**config.mk**
```make
export PLATFORM = sky130hd
export DESIGN_NAME = dvm_conv_seq
export DESIGN_NICKNAME = d
export VERILOG_FILES = /design/src/rtl/dvm_seq_pkg.sv /design/src/rtl/dvm_wait_timer.sv /design/src/rtl/dvm_rms_scale.sv /design/src/rtl/dvm_capture.sv /design/src/rtl/dvm_conv_seq.sv
export SDC_FILE = /design/constraint.sdc
export NUM_CORES = 1
export LEC_CHECK = 0
export ABC_AREA = 1
export CAP_MARGIN = 25
export CORE_MARGIN = 1.5
export CORE_UTILIZATION = 52
export CTS_BUF_LIST = sky130_fd_sc_hd__clkbuf_8 sky130_fd_sc_hd__clkbuf_16
export CTS_CLUSTER_DIAMETER = 100
export CTS_CLUSTER_SIZE = 20
export DETAILED_ROUTE_END_ITERATION = 7
export PLACE_DENSITY = 0.77
export REMOVE_ABC_BUFFERS = 1
export SYNTH_ARGS = -nofsm -noshare
export SYNTH_HDL_FRONTEND = slang
export SYNTH_SLANG_ARGS = --single-unit
```
**constraint.sdc**
```tcl
create_clock -name clk_i -period 2.5 [get_ports clk_i]
set_input_delay 0.625 -clock clk_i [delete_from_list [all_inputs] [get_ports clk_i]]
set_output_delay 0.625 -clock clk_i [all_outputs]
set_load 0.03 [all_outputs]
```
**src/rtl/dvm_seq_pkg.sv**
```systemverilog
package dvm_seq_pkg;
  typedef enum logic [2:0] {
    ST_IDLE,
    ST_PULSE,
    ST_WAIT,
    ST_ENABLE,
    ST_SAMPLE
  } seq_state_e;

  // average-to-RMS factor 1.11 ~= 284/256
  localparam int unsigned RMS_NUM   = 284;
  localparam int unsigned RMS_SHIFT = 8;
endpackage

```
**src/rtl/dvm_wait_timer.sv**
```systemverilog
module dvm_wait_timer #(
  parameter int TW = 16
) (
  input  logic          clk_i,
  input  logic          rst_ni,
  input  logic          run_i,
  input  logic [TW-1:0] limit_i,
  output logic          expire_o
);
  logic [TW-1:0] cnt_q;
  logic [TW-1:0] lim_eff;
  logic [TW:0]   nxt;

  assign lim_eff  = (limit_i == '0) ? TW'(1) : limit_i;
  assign nxt      = {1'b0, cnt_q} + (TW+1)'(1);
  assign expire_o = run_i && ({1'b0, lim_eff} <= nxt);

  always_ff @(posedge clk_i or negedge rst_ni) begin
    if (!rst_ni)     cnt_q <= '0;
    else if (!run_i) cnt_q <= '0;
    else             cnt_q <= nxt[TW-1:0];
  end
endmodule

```
**src/rtl/dvm_rms_scale.sv**
```systemverilog
module dvm_rms_scale
  import dvm_seq_pkg::*;
#(
  parameter int MAG_W  = 10,
  parameter bit RMS_EN = 1'b1
) (
  input  logic [MAG_W-1:0] mag_i,
  input  logic             ac_i,
  output logic [MAG_W-1:0] mag_o
);
  localparam int PW = MAG_W + 10;

  generate
    if (RMS_EN) begin : g_scale
      logic [PW-1:0] prod;
      logic [PW-1:0] shf;
      logic [MAG_W-1:0] sat;
      assign prod  = PW'(mag_i) * PW'(RMS_NUM) + PW'(1 << (RMS_SHIFT - 1));
      assign shf   = prod >> RMS_SHIFT;
      assign sat   = (|shf[PW-1:MAG_W]) ? '1 : shf[MAG_W-1:0];
      assign mag_o = ac_i ? sat : mag_i;
    end else begin : g_pass
      logic unused_ac;
      assign unused_ac = ac_i;
      assign mag_o     = mag_i;
    end
  endgenerate
endmodule

```
**src/rtl/dvm_capture.sv**
```systemverilog
module dvm_capture #(
  parameter int MAG_W = 10
) (
  input  logic                    clk_i,
  input  logic                    rst_ni,
  input  logic                    load_i,
  input  logic [MAG_W-1:0]        mag_i,
  input  logic                    neg_i,
  output logic signed [MAG_W:0]   val_o
);
  logic signed [MAG_W:0] pos;
  assign pos = $signed({1'b0, mag_i});

  always_ff @(posedge clk_i or negedge rst_ni) begin
    if (!rst_ni)     val_o <= '0;
    else if (load_i) val_o <= neg_i ? -pos : pos;
  end
endmodule

```
**src/rtl/dvm_conv_seq.sv**
```systemverilog
module dvm_conv_seq
  import dvm_seq_pkg::*;
#(
  parameter int MAG_W  = 10,
  parameter int TW     = 16,
  parameter bit RMS_EN = 1'b1
) (
  input  logic                  clk_i,
  input  logic                  rst_ni,
  input  logic                  req_i,
  input  logic                  ac_mode_i,
  input  logic [TW-1:0]         wait_limit_i,
  output logic                  conv_start_o,
  input  logic                  conv_done_i,
  output logic                  conv_oe_o,
  output logic                  buf_vm_o,
  input  logic [MAG_W-1:0]      conv_mag_i,
  input  logic                  sign_neg_i,
  output logic                  busy_o,
  output logic                  rd_valid_o,
  output logic signed [MAG_W:0] rd_val_o,
  output logic                  timeout_o
);
  seq_state_e st_q, st_d;
  logic ac_q, expire, valid_q, to_q;
  logic [MAG_W-1:0] mag_s;

  dvm_wait_timer #(.TW(TW)) u_timer (
    .clk_i    (clk_i),
    .rst_ni   (rst_ni),
    .run_i    (st_q == ST_WAIT),
    .limit_i  (wait_limit_i),
    .expire_o (expire)
  );

  always_comb begin
    st_d = st_q;
    unique case (st_q)
      ST_IDLE:   if (req_i) st_d = ST_PULSE;
      ST_PULSE:  st_d = ST_WAIT;
      ST_WAIT:   if (conv_done_i) st_d = ST_ENABLE;
                 else if (expire) st_d = ST_IDLE;
      ST_ENABLE: st_d = ST_SAMPLE;
      ST_SAMPLE: st_d = ST_IDLE;
      default:   st_d = ST_IDLE;
    endcase
  end

  always_ff @(posedge clk_i or negedge rst_ni) begin
    if (!rst_ni) begin
      st_q    <= ST_IDLE;
      ac_q    <= 1'b0;
      valid_q <= 1'b0;
      to_q    <= 1'b0;
    end else begin
      st_q    <= st_d;
      if (st_q == ST_IDLE && req_i) ac_q <= ac_mode_i;
      valid_q <= (st_q == ST_SAMPLE);
      to_q    <= (st_q == ST_WAIT) && !conv_done_i && expire;
    end
  end

  dvm_rms_scale #(.MAG_W(MAG_W), .RMS_EN(RMS_EN)) u_scale (
    .mag_i (conv_mag_i),
    .ac_i  (ac_q),
    .mag_o (mag_s)
  );

  dvm_capture #(.MAG_W(MAG_W)) u_cap (
    .clk_i  (clk_i),
    .rst_ni (rst_ni),
    .load_i (st_q == ST_SAMPLE),
    .mag_i  (mag_s),
    .neg_i  (sign_neg_i),
    .val_o  (rd_val_o)
  );

  assign conv_start_o = (st_q == ST_PULSE);
  assign conv_oe_o    = (st_q == ST_ENABLE) || (st_q == ST_SAMPLE);
  assign buf_vm_o     = conv_oe_o;
  assign busy_o       = (st_q != ST_IDLE);
  assign rd_valid_o   = valid_q;
  assign timeout_o    = to_q;
endmodule

```
==> results of run 1 <==
[layer usage]
layer / vias up / track usage / wire length [µm]
li1: 2230 / - / -
met5: - / 0 / 0
met4: 0 / 0.240 / 1610
met1: 2453 / 0.399 / 6240
met3: 189 / 0.0738 / 1640
met2: 460 / 0.660 / 8870
[Yosys cell counts, types with 2 or more instances]
cell type	number	area share
o21ai_0	11	0.013
nor4_1	5	0.0076
a21oi_1	17	0.021
o22ai_1	2	0.0030
nand3_2	6	0.015
o21ai_1	3	0.0036
nand2_1	160	0.15
ha_1	57	0.17
o21bai_2	3	0.0082
or2_1	2	0.0030
buf_4	2	0.0036
xnor2_1	5	0.011
nand3_1	38	0.046
nand4_1	10	0.015
nand2_2	14	0.021
a21boi_0	2	0.0036
inv_2	5	0.0045
clkbuf_1	17	0.015
fa_1	11	0.053
nor2_4	4	0.011
nor2_2	5	0.0076
and2_1	2	0.0030
o21bai_4	2	0.0091
dfrtp_1	33	0.20
inv_1	93	0.084
or2_2	4	0.0061
nor3_1	6	0.0073
xor2_1	14	0.030
nor2_1	53	0.048
nand2_4	2	0.0054
[timing repair]
| action | CTS | global route |
|---|---|---|
| pin swaps | 102 | 47 |
| resized for setup | 177 | 74 |
| hold endpoints to repair | 0 | 0 |
| setup endpoints to repair | 14 | 16 |
| cloned | 0 | 0 |
| hold buffers | 0 | 0 |
| setup buffers | 19 | 9 |
[logic make-up after synthesis]
group | count (synthesis) | synth area share
buffers and inverters | 119 | 0.110
and+or+nand+nor | 314 | 0.347
xor gates and xnor gates | 19 | 0.0403
DFF | 33 | 0.200
adders and majority gates | 68 | 0.226
AOI/OAI and AO/OA | 47 | 0.0772
[critical path, stage by stage]
cell and delay [ps]:
buf_8 110, ha_4 270, ha_4 190, fa_1 490, inv_2 50, fa_1 560
inv_2 60, ha_4 330, nand2_4 90, nor2_4 200, and2_4 190, nand2_4 60
nand2_2 80, nand2_2 60, nand2_2 70, nand2_2 70, nor2_4 120, nand2_4 120
nand3_4 90, nand2_4 60, ha_4 180, nand3_4 100, nand2_1 100, xnor2_1 250
o21ai_1 120
[path summary, 6_finish.rpt]
check	end	depth (start not counted)	startpoint
max	u_cap.val_o[4]	25	conv_mag_i[6]
min	u_cap.val_o[9]	2	u_cap.val_o[9]
max reg2reg	timeout_o	18	u_timer.cnt_q[0]
min reg2reg	u_cap.val_o[9]	2	u_cap.val_o[9]
max in group asynchronous	u_timer.cnt_q[2]	2	rst_ni
min in group asynchronous	u_timer.cnt_q[9]	2	rst_ni
[stage by stage]
step	utilization	hold slack, ps	setup TNS, ps
2_1_floorplan	-	329	-20410
3_3_place_gp	0.706	465	-30160
3_5_place_dp	0.706	465	-31240
4_1_cts	0.820	482	-18110
5_1_grt	0.864	530	-24520
6_report	0.864	512	-22250
[final cells by class]
class | instances | area, µm²
timing repair buffer | 182 | 1510
clock buffer | 7 | 96.3
sequential | 33 | 826
multi-input combinational | 448 | 3730
tap | 102 | 128
clock inverter | 1 | 5.00
inverter | 99 | 375
fill | 318 | 1050
[registers in the layout, summed over array words and instances, names as in the netlist]
signal         flops
rd_valid_o         1
u_cap.val_o       11
ac_q               1
timeout_o          1
st_q               3
u_timer.cnt_q     16
[power by group through the flow]
stage | Clock [mW] | Combinational (mW) | Sequential, mW
2_1_floorplan | 0 | 2.10 | 0.964
3_3_place_gp | 0 | 3.72 | 0.761
3_5_place_dp | 0 | 3.79 | 0.765
4_1_cts | 0.462 | 4.69 | 0.757
5_1_grt | 0.476 | 5.98 | 0.785
6_report | 0.457 | 5.73 | 0.777
[placed cells by master (no fill, tap or decap), types with 3 or more instances in the layout]
cell type and count:
clkbuf_8 7, dfrtp_1 33, nand2_2 52, buf_4 128, a21oi_2 6, nor3_1 4
xor2_1 11, nand3_1 26, ha_4 20, inv_1 78, nor2_4 14, nand3_2 11
xor2_2 3, nand2_4 19, a21oi_1 10, o21ai_1 5, nor2_1 37, o21bai_4 4
buf_6 10, nand4_1 10, clkdlybuf4s50_1 36, inv_2 19, o21ai_2 5, o21ai_0 4
ha_1 35, fa_1 10, or2_2 3, xnor2_1 4, nand2_1 105, nor2_2 11
nand3_4 7
==> metrics.txt, run 1 <==
setup ws final=-2010 ps; mapped cell area=4130 µm²; first-pass GRT wire length=24,700 µm; number of nets in the layout=869; Place WS=-2720 ps; Least-Margin Pin Slew=485 ps; vias per cell=6.11; share of the yosys chip area belonging to registers=0.200; Tot Pwr=6.97 mW; outcome=complete, but fails checks; GP Congestion=0.926; Layout Cells excl Fill=872; Post-Synthesis Cells=600; Die H=92.2 µm; crit end category=flip-flop; number of global-route vias before repair=5,210; fmax=0.222 GHz; largest net degree at the start of global routing=34; Total Die Area=8490 µm²; fin crit period=4510 ps; DRC viols=0; CP arrival=4670 ps; CTS clock-pin slew for the worst setup and hold paths=70 ps; WL per Instance=21.1 µm; Final Instance Area=6670 µm²; number of clock sinks=33; initial core utilization=0.535; FFs w/ async S/R, synth=1.00; Syn-to-layout area delta=61.4%; initial DRC count=683; Seq pwr share=0.112; First-pass DRT Iterations=6; antenna diode count=0; CTS tree=done; CTS root buf=clkbuf_8; Worst VDD drop=0.902 mV; Psw=3.72 mW; CP startpoint kind=input pin; Total Routing Usage GR=0.372; core area=7730 µm²; EDFF count, synth=0; layout cells sized above 1=0.453; P_leak=3.34 nW; I/O pin cnt=49; WP data required=2670 ps; GR Overflow Total=0; Hold Path Class=flip-flop to flip-flop; failing checks=setup timing; Combinational Power Share=0.823; Post-synth top flop=dfrtp_1; Worst Path Class, Setup=input pin to flip-flop; Power per Cell Area=1040 nW/µm²; Inserted Clock Buffers=5; Final Hold Vio Count=0; Final Setup Violations=15; clk_skew=7.09 ps; Post-Place Cells=837; Vias=5,332; Yosys reg bits=33; post-route clock period utilization=1.80; slew margin rel.=0.674; CTS Buffer Depth=2; ANT nets after route=0; Netlist cell types=42; htree depth=2; Switching Fraction=0.534; Site Rows=32; Cell Area, Placed=5460 µm²; CP Max Fanout=5; initial antenna violation count=0; IO buf count=48; Internal Pwr Total=3.25 mW; Die Wd=92.2 µm; syn avg cell area=6.89 µm²; max-cap violation count=0; Syn. warnings=0; drt total wl=18,400 µm; Slew Limit Fails=0; hpwl dp=8830 µm; clk_lat worst skew=290 ps; Worst R2R Setup Slack=-580 ps; clock share of power=0.066; unrepaired setup endpoints after global routing=yes
No activity file was read; power rests on OpenSTA's default activity.
==> run 2, diff against run 1 <==
CAP_MARGIN = 20   (was 25)
==> results of run 2 <==
Final layout, timing and power as in run 1 (identical DEF).
==> run 3, diff against run 2 <==
PLACE_DENSITY = 0.89   (was 0.77)
==> metrics.txt, run 3 <==
GP Congestion=0.901 (-2.6%); post-synth top area cell=dfrtp_1; multiplexer share of the synthesized area=0 (unchanged); Yosys reg bits=33 (unchanged); Site Rows=32 (unchanged); mapped cell area=4130 µm² (unchanged); hpwl dp=9500 µm (+7.6%); Error=[ERROR GRT-0232] Routing congestion too high. Check the congestion heatmap in the GUI.; simple-gate share of the synthesized area=0.347 (unchanged); Total Routing Usage GR=0.712; worst_ep grt=u_cap.val_o[9]$_DFFE_PN0P_/D; htree depth=2 (unchanged); top cells by count, synth=nand2_1, inv_1, ha_1; Post-Synthesis Cells=600 (unchanged); Post-synth top flop=dfrtp_1; EDFF count, synth=0 (unchanged); compound-cell area share of the yosys netlist=0.0772 (unchanged); IO buf count=48 (unchanged); Syn. warnings=0 (unchanged); Cell Area, Placed=5390 µm² (-1.2%); top cell type's share of synthesized area=0.200 (unchanged); Netlist cell types=42 (unchanged); CTS Buffer Depth=2 (unchanged); Fail Step=global routing; outcome=stopped before the end; Die H=92.2 µm (unchanged); largest net degree at the start of global routing=34; Hold Buf Count CTS=0 (unchanged); Die Wd=92.2 µm (unchanged); worst endpoint type=register input; main combinational cell family by area after synthesis=simple AND/OR/NAND/NOR gates; initial core utilization=0.535 (unchanged); syn avg cell area=6.89 µm² (unchanged); Post-Synth Adder-Cell Area=0.226 (unchanged); CTS root buf=clkbuf_8; FFs w/ async S/R, synth=1.00 (unchanged); Inserted Clock Buffers=5 (unchanged); number of clock sinks=33 (unchanged); Synth Area in XOR/XNOR=0.0403 (unchanged); top post-synthesis cells by area=dfrtp_1, ha_1, nand2_1; share of the yosys chip area belonging to registers=0.200 (unchanged); most common cell in the netlist=nand2_1; I/O pin cnt=49 (unchanged); GR Overflow Total=83
## run 3: cell counts after synthesis
No cell type changed its count.
## run 3: logic make-up after synthesis
kind of cell,Yosys count
and+or+nand+nor,314
buffers and inverters,119
adders and majority gates,68
AOI/OAI and AO/OA,47
DFF,33
xor gates and xnor gates,19
## run 3: routing by layer
metal  track usage  GRT overflow
met3         0.528             0
met2         0.916            43
met4         0.760            39
met5        0.0705             0
met1         0.689             1
## run 3: through the flow
step                      utilization  setup WS [ps]  hold WS, ps  TNS (ps)  instances
after floorplan                     -          -1920          329    -20410        580
after global placement          0.697          -2600          465    -29140        828
after detailed placement        0.697          -2810          471    -31980        828
after CTS                       0.806          -1670          491    -18330        852
## run 3: repair_timing
action                                  in CTS
gates resized for setup                    168
buffers inserted                            16
pin swaps                                   79
endpoints found under the setup margin      14
endpoints found under the hold margin        0
==> run 4, diff against run 3 <==
CORE_UTILIZATION = 40   (was 52)
CTS_BUF_LIST = unset   (was sky130_fd_sc_hd__clkbuf_8 sky130_fd_sc_hd__clkbuf_16)
CTS_CLUSTER_DIAMETER = unset   (was 100)
CTS_CLUSTER_SIZE = unset   (was 20)
PLACE_DENSITY = unset   (was 0.89)
PLACE_DENSITY_LB_ADDON = 0.15   (was unset)
clock period = 3.2 ns   (was 2.5 ns; I/O delays follow)
==> metrics.txt, run 4 (synthesis gave the netlist of run 1 again) <==
CTS root buf=clkbuf_8; Site Rows=36 (+13%); Tot Pwr=4.96 mW; WP data required=3380 ps; worst r2r src=u_timer.cnt_q[0]; drt total wl=12,000 µm; GP Congestion=0.945 (+4.8%); Place WS=-2240 ps (+572 ps); CTS clock-pin slew for the worst setup and hold paths=70 ps; core area=9910 µm²; commonest non-fill, non-tap cell in the layout=nand2_1; crit end category=flip-flop; Power per Cell Area=765 nW/µm²; clk_skew=8.00 ps; fmax=0.227 GHz; failing checks=setup timing; initial core utilization=0.417 (-0.118); htree depth=2 (unchanged); Slew Limit Fails=0; max reg flops=16; Hold WS=467 ps; Final Setup Violations=11; initial DRC count=166; Worst Path Class, Setup=input pin to flip-flop; Syn-to-layout area delta=56.6%; number of nets in the layout=839; layout cells sized above 1=0.410; Final Instance Area=6470 µm²; max-cap violation count=0; final core occ=0.653; fin crit period=4410 ps; IO buf count=48 (unchanged); Combinational Power Share=0.807; number of global-route vias before repair=4,302; First-pass DRT Iterations=4; first-pass GRT wire length=18,900 µm; Crit. Startpoint=conv_mag_i[5]; post-route clock period utilization=1.38; Total Routing Usage GR=0.210; hold path startpoint=u_cap.val_o[5]; Largest Register=u_timer.cnt_q; I/O pin cnt=49 (unchanged); initial antenna violation count=0; largest net degree at the start of global routing=34; Switching Fraction=0.504; CTS Buffer Depth=2 (unchanged); antenna diode count=0; Die H=105 µm (+14%); CTS tree=done; unrepaired setup endpoints after global routing=yes; clock share of power=0.067; Inserted Clock Buffers=5 (unchanged); P_leak=3.22 nW; DRC viols=0; Least-Margin Pin Slew=568 ps; Cell Area, Placed=5340 µm² (-0.86%); CP Max Fanout=4; Hold Path Class=flip-flop to flip-flop; setup ws final=-1210 ps; Post-Place Cells=847 (+2.3%); biggest regs=u_timer.cnt_q x16, u_cap.val_o x11, st_q x3; slew margin rel.=0.621; Layout Cells excl Fill=872; WL per Instance=13.7 µm; Psw=2.50 mW; Total Die Area=11,000 µm²; hpwl dp=8630 µm (-9.1%); Final Hold Vio Count=0; Seq pwr share=0.126; Worst VDD drop=0.474 mV; CP arrival=4580 ps; number of clock sinks=33 (unchanged); Internal Pwr Total=2.46 mW; Die Wd=105 µm (+14%); outcome=complete, but fails checks; most frequent cells in the layout=nand2_1, buf_4, inv_1; vias per cell=4.92; CP startpoint kind=input pin; ANT nets after route=0; setup TNS=-11,480 ps; GR Overflow Total=0; clk_lat worst skew=290 ps; Vias=4,286
run 4: final cells by class:
type / instances / area, µm²
multi-input combinational: 448 / 3740
timing repair buffer: 152 / 1280
sequential: 33 / 826
inverter: 99 / 377
tap: 133 / 166
fill: 844 / 3430
clock buffer: 7 / 86.3
run 4: worst paths after layout:
path                            slack, ps               end  depth (start not counted)
worst min register to register        470    u_cap.val_o[5]                          2
max in group asynchronous            1950    u_cap.val_o[5]                          2
worst min-delay path                  470    u_cap.val_o[5]                          2
worst max-delay path                -1210    u_cap.val_o[5]                         27
min in group asynchronous             920  u_timer.cnt_q[3]                          2
worst max register to register        180           st_q[0]                         17
run 4: timing repair:
item | 4_1_cts | 5_1_grt
pin swaps | 86 | 37
buffers inserted | 11 | 8
hold buffers | 0 | 0
setup endpoints to repair | 14 | 14
gates resized for setup | 177 | 66
run 4: critical path: stages:
cell	delay, ps
buf_6	110
buf_6	110
ha_4	260
ha_4	200
ha_4	260
inv_2	30
fa_1	520
inv_2	50
ha_4	240
nand2_1	60
nand2_1	80
inv_1	140
nand2_1	120
nand2_2	120
nand4_1	140
nand2_2	130
nand2_4	70
nor2_4	160
buf_6	120
a21boi_0	70
nand2_1	110
nand2_2	90
buf_4	140
buf_4	120
or2_1	220
nand3_1	60
nand2_1	50
run 4: routing by layer:
layer | global-route usage | share of wire | up-vias
met2 | 0.396 | 0.52 | 99
met4 | 0.0489 | 0.021 | 0
met3 | 0.0324 | 0.032 | 23
met1 | 0.249 | 0.43 | 1993
met5 | 0 | 0 | -
li1 | - | - | 2171
run 4: power by group through the flow:
stage                     combinational (mW)  clock [mW]  sequential [mW]
after floorplan                         1.64           0            0.753
after global placement                  2.93           0            0.621
after detailed placement                2.96           0            0.619
after CTS                               3.66       0.334            0.617
after global routing                    4.32       0.356            0.644
final                                   4.00       0.331            0.625
